File: src/rtl/cmaint_pkg.sv
// Shared types and register layout for the cache maintenance sequencer.
package cmaint_pkg;

    // Operation code; bit 0 marks the codes that write back dirty lines.
    typedef enum logic [1:0] {
        OP_NONE  = 2'b00,
        OP_CLEAN = 2'b01,
        OP_INVAL = 2'b10,
        OP_CLINV = 2'b11
    } op_e;

    typedef enum logic [1:0] {
        W_IDLE = 2'b00,
        W_SCAN = 2'b01,
        W_WB   = 2'b10
    } walk_e;

    localparam logic [2:0] REG_CTRL   = 3'd0;
    localparam logic [2:0] REG_START  = 3'd1;
    localparam logic [2:0] REG_END    = 3'd2;
    localparam logic [2:0] REG_STATUS = 3'd3;
    localparam logic [2:0] REG_IE     = 3'd4;
    localparam logic [2:0] REG_CLR    = 3'd5;

    localparam int CTRL_EN   = 0;
    localparam int CTRL_FULL = 1;
    localparam int CTRL_OP   = 2;
    localparam int CTRL_GO   = 4;

    localparam int N_FLAGS = 3;   // bit 0 busy-end, bit 1 command-end, bit 2 error

endpackage

File: src/rtl/cmaint_array.sv
// Tag, valid and dirty store, one register set per line.
// Assumes that line updates and maintenance clears never target the same
// line in the same cycle; if they do, the clear wins.
module cmaint_array #(
    parameter int LINES = 8,
    parameter int IDX_W = 3,
    parameter int TAG_W = 9
) (
    input  logic             clk,
    input  logic             rst_n,
    input  logic             fill_en,
    input  logic [IDX_W-1:0] fill_idx,
    input  logic             fill_valid,
    input  logic             fill_dirty,
    input  logic [TAG_W-1:0] fill_tag,
    input  logic             clr_en,
    input  logic [IDX_W-1:0] clr_idx,
    input  logic             clr_valid,
    input  logic             clr_dirty,
    input  logic [IDX_W-1:0] rd_idx,
    output logic             rd_valid,
    output logic             rd_dirty,
    output logic [TAG_W-1:0] rd_tag,
    input  logic [IDX_W-1:0] pr_idx,
    output logic             pr_valid,
    output logic             pr_dirty,
    output logic [TAG_W-1:0] pr_tag
);
    logic             valid_w [LINES];
    logic             dirty_w [LINES];
    logic [TAG_W-1:0] tag_w   [LINES];

    for (genvar g = 0; g < LINES; g++) begin : g_line
        logic             v_q;
        logic             d_q;
        logic [TAG_W-1:0] t_q;

        // Per-line state: install from the update port, then apply maintenance clears.
        always_ff @(posedge clk) begin
            if (!rst_n) begin
                v_q <= 1'b0;
                d_q <= 1'b0;
                t_q <= '0;
            end else begin
                if (fill_en && fill_idx == IDX_W'(g)) begin
                    v_q <= fill_valid;
                    d_q <= fill_dirty;
                    t_q <= fill_tag;
                end
                if (clr_en && clr_idx == IDX_W'(g)) begin
                    if (clr_valid) v_q <= 1'b0;
                    if (clr_dirty) d_q <= 1'b0;
                end
            end
        end

        assign valid_w[g] = v_q;
        assign dirty_w[g] = d_q;
        assign tag_w[g]   = t_q;
    end

    assign rd_valid = valid_w[rd_idx];
    assign rd_dirty = dirty_w[rd_idx];
    assign rd_tag   = tag_w[rd_idx];
    assign pr_valid = valid_w[pr_idx];
    assign pr_dirty = dirty_w[pr_idx];
    assign pr_tag   = tag_w[pr_idx];

endmodule

File: src/rtl/cmaint_walker.sv
// Line walker: steps through every index once per operation, decides the
// action for each line and stalls on the write-back handshake.
// Assumes launches arrive only while idle (the register block filters them).
module cmaint_walker
    import cmaint_pkg::*;
#(
    parameter int LINES  = 8,
    parameter int ADDR_W = 16,
    parameter int OFF_W  = 4,
    parameter int IDX_W  = 3,
    parameter int TAG_W  = 9
) (
    input  logic              clk,
    input  logic              rst_n,
    input  logic              launch_full,
    input  logic              launch_range,
    input  op_e               launch_op,
    input  logic [ADDR_W-1:0] start_addr,
    input  logic [ADDR_W-1:0] end_addr,
    output logic [IDX_W-1:0]  idx,
    input  logic              rd_valid,
    input  logic              rd_dirty,
    input  logic [TAG_W-1:0]  rd_tag,
    output logic              clr_en,
    output logic              clr_valid,
    output logic              clr_dirty,
    output logic              wb_req,
    output logic [ADDR_W-1:0] wb_addr,
    input  logic              wb_ack,
    output logic              busy_full,
    output logic              busy_cmd,
    output logic              done_full,
    output logic              done_cmd
);
    localparam int LA_W = ADDR_W - OFF_W;

    walk_e            state_q;
    logic [IDX_W-1:0] idx_q;
    logic             full_q;
    op_e              op_q;
    logic [LA_W-1:0]  lo_q;
    logic [LA_W-1:0]  hi_q;

    logic [LA_W-1:0]  line_addr;
    logic             hit;
    logic             need_wb;
    logic             last;
    logic             done;
    logic             unused_offsets;

    assign unused_offsets = ^{start_addr[OFF_W-1:0], end_addr[OFF_W-1:0]};

    assign line_addr = {rd_tag, idx_q};
    assign hit       = rd_valid && (full_q || (line_addr >= lo_q && line_addr <= hi_q));
    assign need_wb   = (state_q == W_SCAN) && hit && rd_dirty && !full_q && op_q[0];
    assign last      = (idx_q == IDX_W'(LINES - 1));

    // Per-cycle line action and write-back request.
    always_comb begin
        clr_en    = 1'b0;
        clr_valid = 1'b0;
        clr_dirty = 1'b0;
        wb_req    = 1'b0;
        done      = 1'b0;
        case (state_q)
            W_SCAN: begin
                if (!need_wb) begin
                    if (hit && (full_q || op_q != OP_CLEAN)) begin
                        clr_en    = 1'b1;
                        clr_valid = 1'b1;
                        clr_dirty = 1'b1;
                    end
                    done = last;
                end
            end
            W_WB: begin
                wb_req = 1'b1;
                if (wb_ack) begin
                    clr_en    = 1'b1;
                    clr_dirty = 1'b1;
                    clr_valid = (op_q == OP_CLINV);
                    done      = last;
                end
            end
            default: ;
        endcase
    end

    // Walk state, line index and captured operation parameters.
    always_ff @(posedge clk) begin
        if (!rst_n) begin
            state_q <= W_IDLE;
            idx_q   <= '0;
            full_q  <= 1'b0;
            op_q    <= OP_NONE;
            lo_q    <= '0;
            hi_q    <= '0;
        end else begin
            case (state_q)
                W_IDLE: begin
                    if (launch_full) begin
                        state_q <= W_SCAN;
                        full_q  <= 1'b1;
                        idx_q   <= '0;
                    end else if (launch_range) begin
                        state_q <= W_SCAN;
                        full_q  <= 1'b0;
                        op_q    <= launch_op;
                        idx_q   <= '0;
                        lo_q    <= start_addr[ADDR_W-1:OFF_W];
                        hi_q    <= end_addr[ADDR_W-1:OFF_W];
                    end
                end
                W_SCAN: begin
                    if (need_wb)   state_q <= W_WB;
                    else if (last) state_q <= W_IDLE;
                    else           idx_q   <= idx_q + 1'b1;
                end
                W_WB: begin
                    if (wb_ack) begin
                        if (last) begin
                            state_q <= W_IDLE;
                        end else begin
                            state_q <= W_SCAN;
                            idx_q   <= idx_q + 1'b1;
                        end
                    end
                end
                default: state_q <= W_IDLE;
            endcase
        end
    end

    assign idx       = idx_q;
    assign wb_addr   = {line_addr, {OFF_W{1'b0}}};
    assign busy_full = (state_q != W_IDLE) && full_q;
    assign busy_cmd  = (state_q != W_IDLE) && !full_q;
    assign done_full = done && full_q;
    assign done_cmd  = done && !full_q;

endmodule

File: src/rtl/cmaint_regs.sv
// Register front end: control, window, status, enables, write-one-to-clear
// flags and the interrupt. Filters launches made while the walker is busy.
// Assumes ADDR_W is at least 5 so that every control and status bit fits.
module cmaint_regs
    import cmaint_pkg::*;
#(
    parameter int ADDR_W = 16
) (
    input  logic              clk,
    input  logic              rst_n,
    input  logic              reg_wr,
    input  logic [2:0]        reg_addr,
    input  logic [ADDR_W-1:0] reg_wdata,
    output logic [ADDR_W-1:0] reg_rdata,
    input  logic              busy_full,
    input  logic              busy_cmd,
    input  logic              done_full,
    input  logic              done_cmd,
    output logic              launch_full,
    output logic              launch_range,
    output op_e               launch_op,
    output logic [ADDR_W-1:0] start_addr,
    output logic [ADDR_W-1:0] end_addr,
    output logic              irq
);
    logic               en_q;
    op_e                op_q;
    logic [ADDR_W-1:0]  start_q;
    logic [ADDR_W-1:0]  end_q;
    logic [N_FLAGS-1:0] ie_q;
    logic [N_FLAGS-1:0] flag_q;

    logic               wr_ctrl;
    logic               req_full;
    logic               req_go;
    logic               busy_any;
    logic               launch_err;
    logic [N_FLAGS-1:0] flag_set;
    logic [N_FLAGS-1:0] flag_clr;
    logic               unused_wdata;

    assign unused_wdata = ^reg_wdata[ADDR_W-1:CTRL_GO+1];

    assign wr_ctrl      = reg_wr && reg_addr == REG_CTRL;
    assign req_full     = wr_ctrl && reg_wdata[CTRL_FULL];
    assign req_go       = wr_ctrl && reg_wdata[CTRL_GO];
    assign busy_any     = busy_full || busy_cmd;
    assign launch_op    = op_e'(reg_wdata[CTRL_OP+1:CTRL_OP]);
    assign launch_full  = req_full && !busy_any;
    assign launch_range = req_go && !busy_any && !req_full && launch_op != OP_NONE;
    assign launch_err   = (req_full && busy_any) || (req_go && (busy_any || req_full));

    assign flag_set = {launch_err, done_cmd, done_full};
    assign flag_clr = (reg_wr && reg_addr == REG_CLR) ? reg_wdata[N_FLAGS-1:0] : '0;

    // Programmable registers and sticky flags; a set beats a clear.
    always_ff @(posedge clk) begin
        if (!rst_n) begin
            en_q    <= 1'b0;
            op_q    <= OP_NONE;
            start_q <= '0;
            end_q   <= '0;
            ie_q    <= '0;
            flag_q  <= '0;
        end else begin
            if (wr_ctrl) begin
                en_q <= reg_wdata[CTRL_EN];
                op_q <= launch_op;
            end
            if (reg_wr && reg_addr == REG_START) start_q <= reg_wdata;
            if (reg_wr && reg_addr == REG_END)   end_q   <= reg_wdata;
            if (reg_wr && reg_addr == REG_IE)    ie_q    <= reg_wdata[N_FLAGS-1:0];
            flag_q <= flag_set | (flag_q & ~flag_clr);
        end
    end

    // Read multiplexer.
    always_comb begin
        reg_rdata = '0;
        case (reg_addr)
            REG_CTRL: begin
                reg_rdata[CTRL_EN]             = en_q;
                reg_rdata[CTRL_OP+1:CTRL_OP]   = op_q;
            end
            REG_START:  reg_rdata = start_q;
            REG_END:    reg_rdata = end_q;
            REG_STATUS: reg_rdata[N_FLAGS+1:0] = {flag_q, busy_cmd, busy_full};
            REG_IE:     reg_rdata[N_FLAGS-1:0] = ie_q;
            default: ;
        endcase
    end

    assign start_addr = start_q;
    assign end_addr   = end_q;
    assign irq        = |(flag_q & ie_q);

endmodule

File: src/rtl/cmaint_top.sv
// Cache range maintenance sequencer: register front end, line walker and
// tag/valid/dirty store. Assumes LINES and LINE_BYTES are powers of two and
// that line updates do not arrive while an operation runs.
module cmaint_top
    import cmaint_pkg::*;
#(
    parameter int LINES      = 8,
    parameter int LINE_BYTES = 16,
    parameter int ADDR_W     = 16
) (
    input  logic                                                  clk,
    input  logic                                                  rst_n,
    input  logic                                                  reg_wr,
    input  logic [2:0]                                            reg_addr,
    input  logic [ADDR_W-1:0]                                     reg_wdata,
    output logic [ADDR_W-1:0]                                     reg_rdata,
    output logic                                                  irq,
    input  logic                                                  fill_en,
    input  logic [$clog2(LINES)-1:0]                              fill_idx,
    input  logic                                                  fill_valid,
    input  logic                                                  fill_dirty,
    input  logic [ADDR_W-$clog2(LINE_BYTES)-$clog2(LINES)-1:0]    fill_tag,
    input  logic [$clog2(LINES)-1:0]                              probe_idx,
    output logic                                                  probe_valid,
    output logic                                                  probe_dirty,
    output logic [ADDR_W-$clog2(LINE_BYTES)-$clog2(LINES)-1:0]    probe_tag,
    output logic                                                  wb_req,
    output logic [ADDR_W-1:0]                                     wb_addr,
    input  logic                                                  wb_ack
);
    localparam int OFF_W = $clog2(LINE_BYTES);
    localparam int IDX_W = $clog2(LINES);
    localparam int TAG_W = ADDR_W - OFF_W - IDX_W;

    logic              launch_full;
    logic              launch_range;
    op_e               launch_op;
    logic [ADDR_W-1:0] start_addr;
    logic [ADDR_W-1:0] end_addr;
    logic              busy_full;
    logic              busy_cmd;
    logic              done_full;
    logic              done_cmd;
    logic [IDX_W-1:0]  walk_idx;
    logic              rd_valid;
    logic              rd_dirty;
    logic [TAG_W-1:0]  rd_tag;
    logic              clr_en;
    logic              clr_valid;
    logic              clr_dirty;

    cmaint_regs #(.ADDR_W(ADDR_W)) u_regs (
        .clk          (clk),
        .rst_n        (rst_n),
        .reg_wr       (reg_wr),
        .reg_addr     (reg_addr),
        .reg_wdata    (reg_wdata),
        .reg_rdata    (reg_rdata),
        .busy_full    (busy_full),
        .busy_cmd     (busy_cmd),
        .done_full    (done_full),
        .done_cmd     (done_cmd),
        .launch_full  (launch_full),
        .launch_range (launch_range),
        .launch_op    (launch_op),
        .start_addr   (start_addr),
        .end_addr     (end_addr),
        .irq          (irq)
    );

    cmaint_walker #(
        .LINES  (LINES),
        .ADDR_W (ADDR_W),
        .OFF_W  (OFF_W),
        .IDX_W  (IDX_W),
        .TAG_W  (TAG_W)
    ) u_walker (
        .clk          (clk),
        .rst_n        (rst_n),
        .launch_full  (launch_full),
        .launch_range (launch_range),
        .launch_op    (launch_op),
        .start_addr   (start_addr),
        .end_addr     (end_addr),
        .idx          (walk_idx),
        .rd_valid     (rd_valid),
        .rd_dirty     (rd_dirty),
        .rd_tag       (rd_tag),
        .clr_en       (clr_en),
        .clr_valid    (clr_valid),
        .clr_dirty    (clr_dirty),
        .wb_req       (wb_req),
        .wb_addr      (wb_addr),
        .wb_ack       (wb_ack),
        .busy_full    (busy_full),
        .busy_cmd     (busy_cmd),
        .done_full    (done_full),
        .done_cmd     (done_cmd)
    );

    cmaint_array #(
        .LINES (LINES),
        .IDX_W (IDX_W),
        .TAG_W (TAG_W)
    ) u_array (
        .clk        (clk),
        .rst_n      (rst_n),
        .fill_en    (fill_en),
        .fill_idx   (fill_idx),
        .fill_valid (fill_valid),
        .fill_dirty (fill_dirty),
        .fill_tag   (fill_tag),
        .clr_en     (clr_en),
        .clr_idx    (walk_idx),
        .clr_valid  (clr_valid),
        .clr_dirty  (clr_dirty),
        .rd_idx     (walk_idx),
        .rd_valid   (rd_valid),
        .rd_dirty   (rd_dirty),
        .rd_tag     (rd_tag),
        .pr_idx     (probe_idx),
        .pr_valid   (probe_valid),
        .pr_dirty   (probe_dirty),
        .pr_tag     (probe_tag)
    );

endmodule

File: config.mk
export PLATFORM = sky130hd
export DESIGN_NAME = cmaint_top
export DESIGN_NICKNAME = d
export VERILOG_FILES = /design/src/rtl/cmaint_pkg.sv /design/src/rtl/cmaint_array.sv /design/src/rtl/cmaint_walker.sv /design/src/rtl/cmaint_regs.sv /design/src/rtl/cmaint_top.sv
export SDC_FILE = /design/constraint.sdc
export NUM_CORES = 1
export LEC_CHECK = 0
export BUFFER_PORTS_ARGS = -buffer_cell sky130_fd_sc_hd__buf_4
export CORE_MARGIN = 2
export CORE_UTILIZATION = 47
export DETAILED_ROUTE_END_ITERATION = 7
export GPL_TIMING_DRIVEN = 0
export PLACE_DENSITY_LB_ADDON = 0.25
export RECOVER_POWER = 100
export SKIP_LAST_GASP = 1
export SYNTH_ARGS = -nofsm -noshare
export SYNTH_HDL_FRONTEND = slang
export SYNTH_SLANG_ARGS = --single-unit
File: constraint.sdc
create_clock -name clk -period 3.4 [get_ports clk]
set_input_delay 0.17 -clock clk [delete_from_list [all_inputs] [get_ports clk]]
set_output_delay 0.17 -clock clk [all_outputs]
set_load 0.01 [all_outputs]
==> metrics.md <==
| Metric | Value |
|---|---|
| DRT iter0 DRCs | 645 |
| Cell row count | 49 |
| CTS tree | built |
| Layout area overhead | 18.8% |
| Final worst clock skew | 0.00985 ns |
| F_max | 303 MHz |
| Crit Path Category | flip-flop to flip-flop |
| Slowest-stage cell, CP | mux4_2 |
| Slew @ Worst Pin | 1.04 ns |
| Crit path DAT | 3.66 ns |
| Fin. max-slew vios | 0 |
| Register area | 3230 µm² |
| Worst rel slew slack | 0.303 |
| I/O pin cnt | 86 |
| Register-to-Register Path Depth | 14 |
| Nets | 1,195 |
| Filler cell count in the final layout | 1,733 |
| Maximum VDD drop | 0.388 mV |
| DRT Wirelength | 25,000 µm |
| Footprint of the multi-input gates | 4910 µm² |
| Syn Area/Cell | 8.39 µm² |
| Seq pwr share | 0.429 |
| Core Util, Final | 0.566 |
| Clk network pwr share | 0.442 |
| Worst path max stage delay | 0.50 ns |
| Fraction of layout cells with a size suffix above 1 | 0.159 |
| Yosys cell types | 56 |
| Fin. Hold Viols | 0 |
| Clock slew at reported path FFs | 0.06 ns |
| Final period utilization | 0.971 |
| Hold path depth | 3 |
| WL/cell | 18.4 µm |
| Internal power | 0.00335 W |
| Largest net degree at the start of global routing | 17 |
| Worst-skew pair later-pin latency | 0.43 ns |
| FFs w/ async S/R, synth | 0 |
| GRT Total Usage | 0.254 |
| Die height | 139 µm |
| Initial DRT Pass Iterations | 5 |
| Via count | 7,705 |
| Logic pwr share | 0.128 |
| Clk sinks | 161 |
| Worst path required time | 3.76 ns |
| Max H-tree Level | 4 |
| Crit Path Max Fanout | 7 |
| Switching share of total power | 0.264 |
| Detailed Place HPWL | 17,700 µm |
| Number of synthesized flops with an enable pin | 0 |
| Initial Util | 0.477 |
| P per Cell Area | 449 nW/µm² |
| Max Buffers Root-to-Sink | 2 |
| Vias in the first global route | 7,361 |
| Hold Crit Class | input pin to flip-flop |
| Antenna Cells | 0 |
| Yosys Warn Count | 0 |
| Drt via density | 5.66 |
| CTS root buf | clkbuf_16 |
| Initial antenna violation count | 0 |
| Routability cong. | 0.879 |
| DRC viols | 0 |
| Crit path time final | 3.30 ns |
| Syn Inst Count | 1,017 |
| Pleak | 3.54 nW |
| First-pass GRT wire length | 38,700 µm |
| Die X | 139 µm |
| Worst setup EP type | flip-flop |
| Grt ovf | 0 |
| Synthesis-stage register bit count | 161 |
| Final setup vio count | 0 |
| Status | finished clean |
| Setup TNS | 0 ns |
| CP Cell Sequence | buf_8, buf_12, mux4_2, nand2_1, nand2_2, ha_1, nand3_1, o22ai_1, o21a_1, o41ai_4, clkbuf_1, nand4b_4, a31oi_4, mux2i_1 |
| Post-synth top flop | dfxtp_1 |
| Sequential share of the synthesized area | 0.378 |
| Netlist Area Pre-Place | 8530 µm² |
| Total Die Area | 19,300 µm² |
| P_sw | 0.00120 W |
| Startpoint Class | flip-flop |
| Antenna viol nets, final | 0 |
| Port buffer count | 64 |
| Maxcap violations | 0 |
| CTS Buf Count | 17 |
| Core box area | 17,900 µm² |
## cell usage after synthesis (9+ instances only)
cell / n / share of area
mux2_2: 12 / 0.016
clkbuf_1: 53 / 0.023
ha_1: 35 / 0.051
a22oi_1: 14 / 0.012
mux4_2: 45 / 0.12
nand3_1: 12 / 0.0070
nand2_1: 318 / 0.14
mux2i_1: 24 / 0.028
nor2_1: 32 / 0.014
inv_1: 38 / 0.017
clkbuf_2: 9 / 0.0053
a21oi_1: 143 / 0.084
dfxtp_1: 161 / 0.38
a311oi_1: 10 / 0.010
nand2_2: 11 / 0.0081
## worst paths after layout
check / start / end / slack [ns]
setup / recovery: u_walker.idx[0] / u_walker.state_q[0] / 0.1
hold / removal: reg_wdata[9] / u_regs.start_addr[9] / 0.01
setup reg to reg: u_walker.idx[0] / u_walker.state_q[0] / 0.1
hold reg to reg: u_walker.hi_q[3] / u_walker.hi_q[3] / 0.45
## cell families after synthesis
logic type / share of synthesized area
mux: 0.163
compound gates: 0.142
buf+inv: 0.0601
flops: 0.378
fa+ha+maj: 0.0525
simple gates: 0.205
other cells: 0.000439
## state kept, by name, indices dropped and copies added, names as in the netlist
signal and count:
u_regs.start_addr 16, u_regs.end_addr 16, u_walker.op_q 2, u_walker.full_q 1, u_walker.idx 3, u_regs.en_q 1, u_array.g_line.v_q 8, u_array.g_line.d_q 8
u_walker.state_q 2, u_regs.flag_q 3, u_regs.op_q 2, u_walker.hi_q 12, u_array.g_line.t_q 72, u_regs.ie_q 3, u_walker.lo_q 12
## final cells by class
type	count	area share
Sequential cell	161	0.318
Inverter	38	0.0141
Clock inverter	11	0.0152
Timing Repair Buffer	81	0.0516
Clock buffer	21	0.0454
Buffer	81	0.0428
Tap cell	229	0.0283
Multi-Input combinational cell	739	0.484
## repair_timing
action,in CTS,in global routing
hold endpoints to repair,17,0
gates cloned,0,1
gates resized for setup,25,20
buffers inserted,1,5
setup endpoints to repair,22,22
pin swaps,2,4
hold buffers,10,0
## routing by layer
layer,vias up,track usage,share of wire
met2,288,0.414,0.48
met1,3682,0.345,0.43
li1,3694,-,-
met4,0,0.0883,0.021
met5,-,0,0
met3,41,0.0449,0.067
## critical path, delay by kind of cell (launching register included)
family / cells / cell delay (ns)
AO/OA/AOI/OAI: 4 / 0.91
multiplexers: 2 / 0.70
AND/OR/NAND/NOR: 4 / 0.46
buffers and inverters: 3 / 0.46
flip-flops: 1 / 0.37
adder cells (fa/ha/maj): 1 / 0.33
## power groups by stage
stage	logic, W	clock network, W	registers, W
3_3_place_gp	0.000523	0	0.00200
4_1_cts	0.000550	0.00202	0.00195
5_1_grt	0.000627	0.00210	0.00196
3_5_place_dp	0.000528	0	0.00200
2_1_floorplan	0.000365	0	0.00199
6_report	0.000585	0.00201	0.00196
## layout by cell type, fill, tap and decap left out, types with 4 or more instances in the layout
cell type      instances
a21oi_1              143
a22oi_1               14
a311oi_1               8
and3_1                 5
buf_12                 4
buf_2                  4
buf_4                 40
clkbuf_1              91
clkbuf_16             19
clkbuf_2              10
conb_1                 4
dfxtp_1              159
dlygate4sd3_1         10
ha_1                  32
inv_1                 38
mux2_2                10
mux2i_1               24
mux4_2                45
nand2_1              314
nand2_2               14
nand2b_1               5
nand3_1               12
nand4_1                5
nor2_1                32
nor2b_1                9
nor3_1                 4
o21ai_0                7
## stage by stage
stage	total power, W	instances	hold WS (ns)	area (µm²)	worst slack [ns]
2_1_floorplan	0.00235	1020	0.306	8550	0.00914
4_1_cts	0.00452	1356	0.00196	10100	0.00648
5_1_grt	0.00469	1361	0.00405	10100	-0.0161
3_5_place_dp	0.00252	1313	0.440	9310	-0.812
3_3_place_gp	0.00252	1313	0.430	9310	-0.804
6_report	0.00455	1361	0.0120	10100	0.0988
Note: power is estimated with default switching activity, not from simulation.
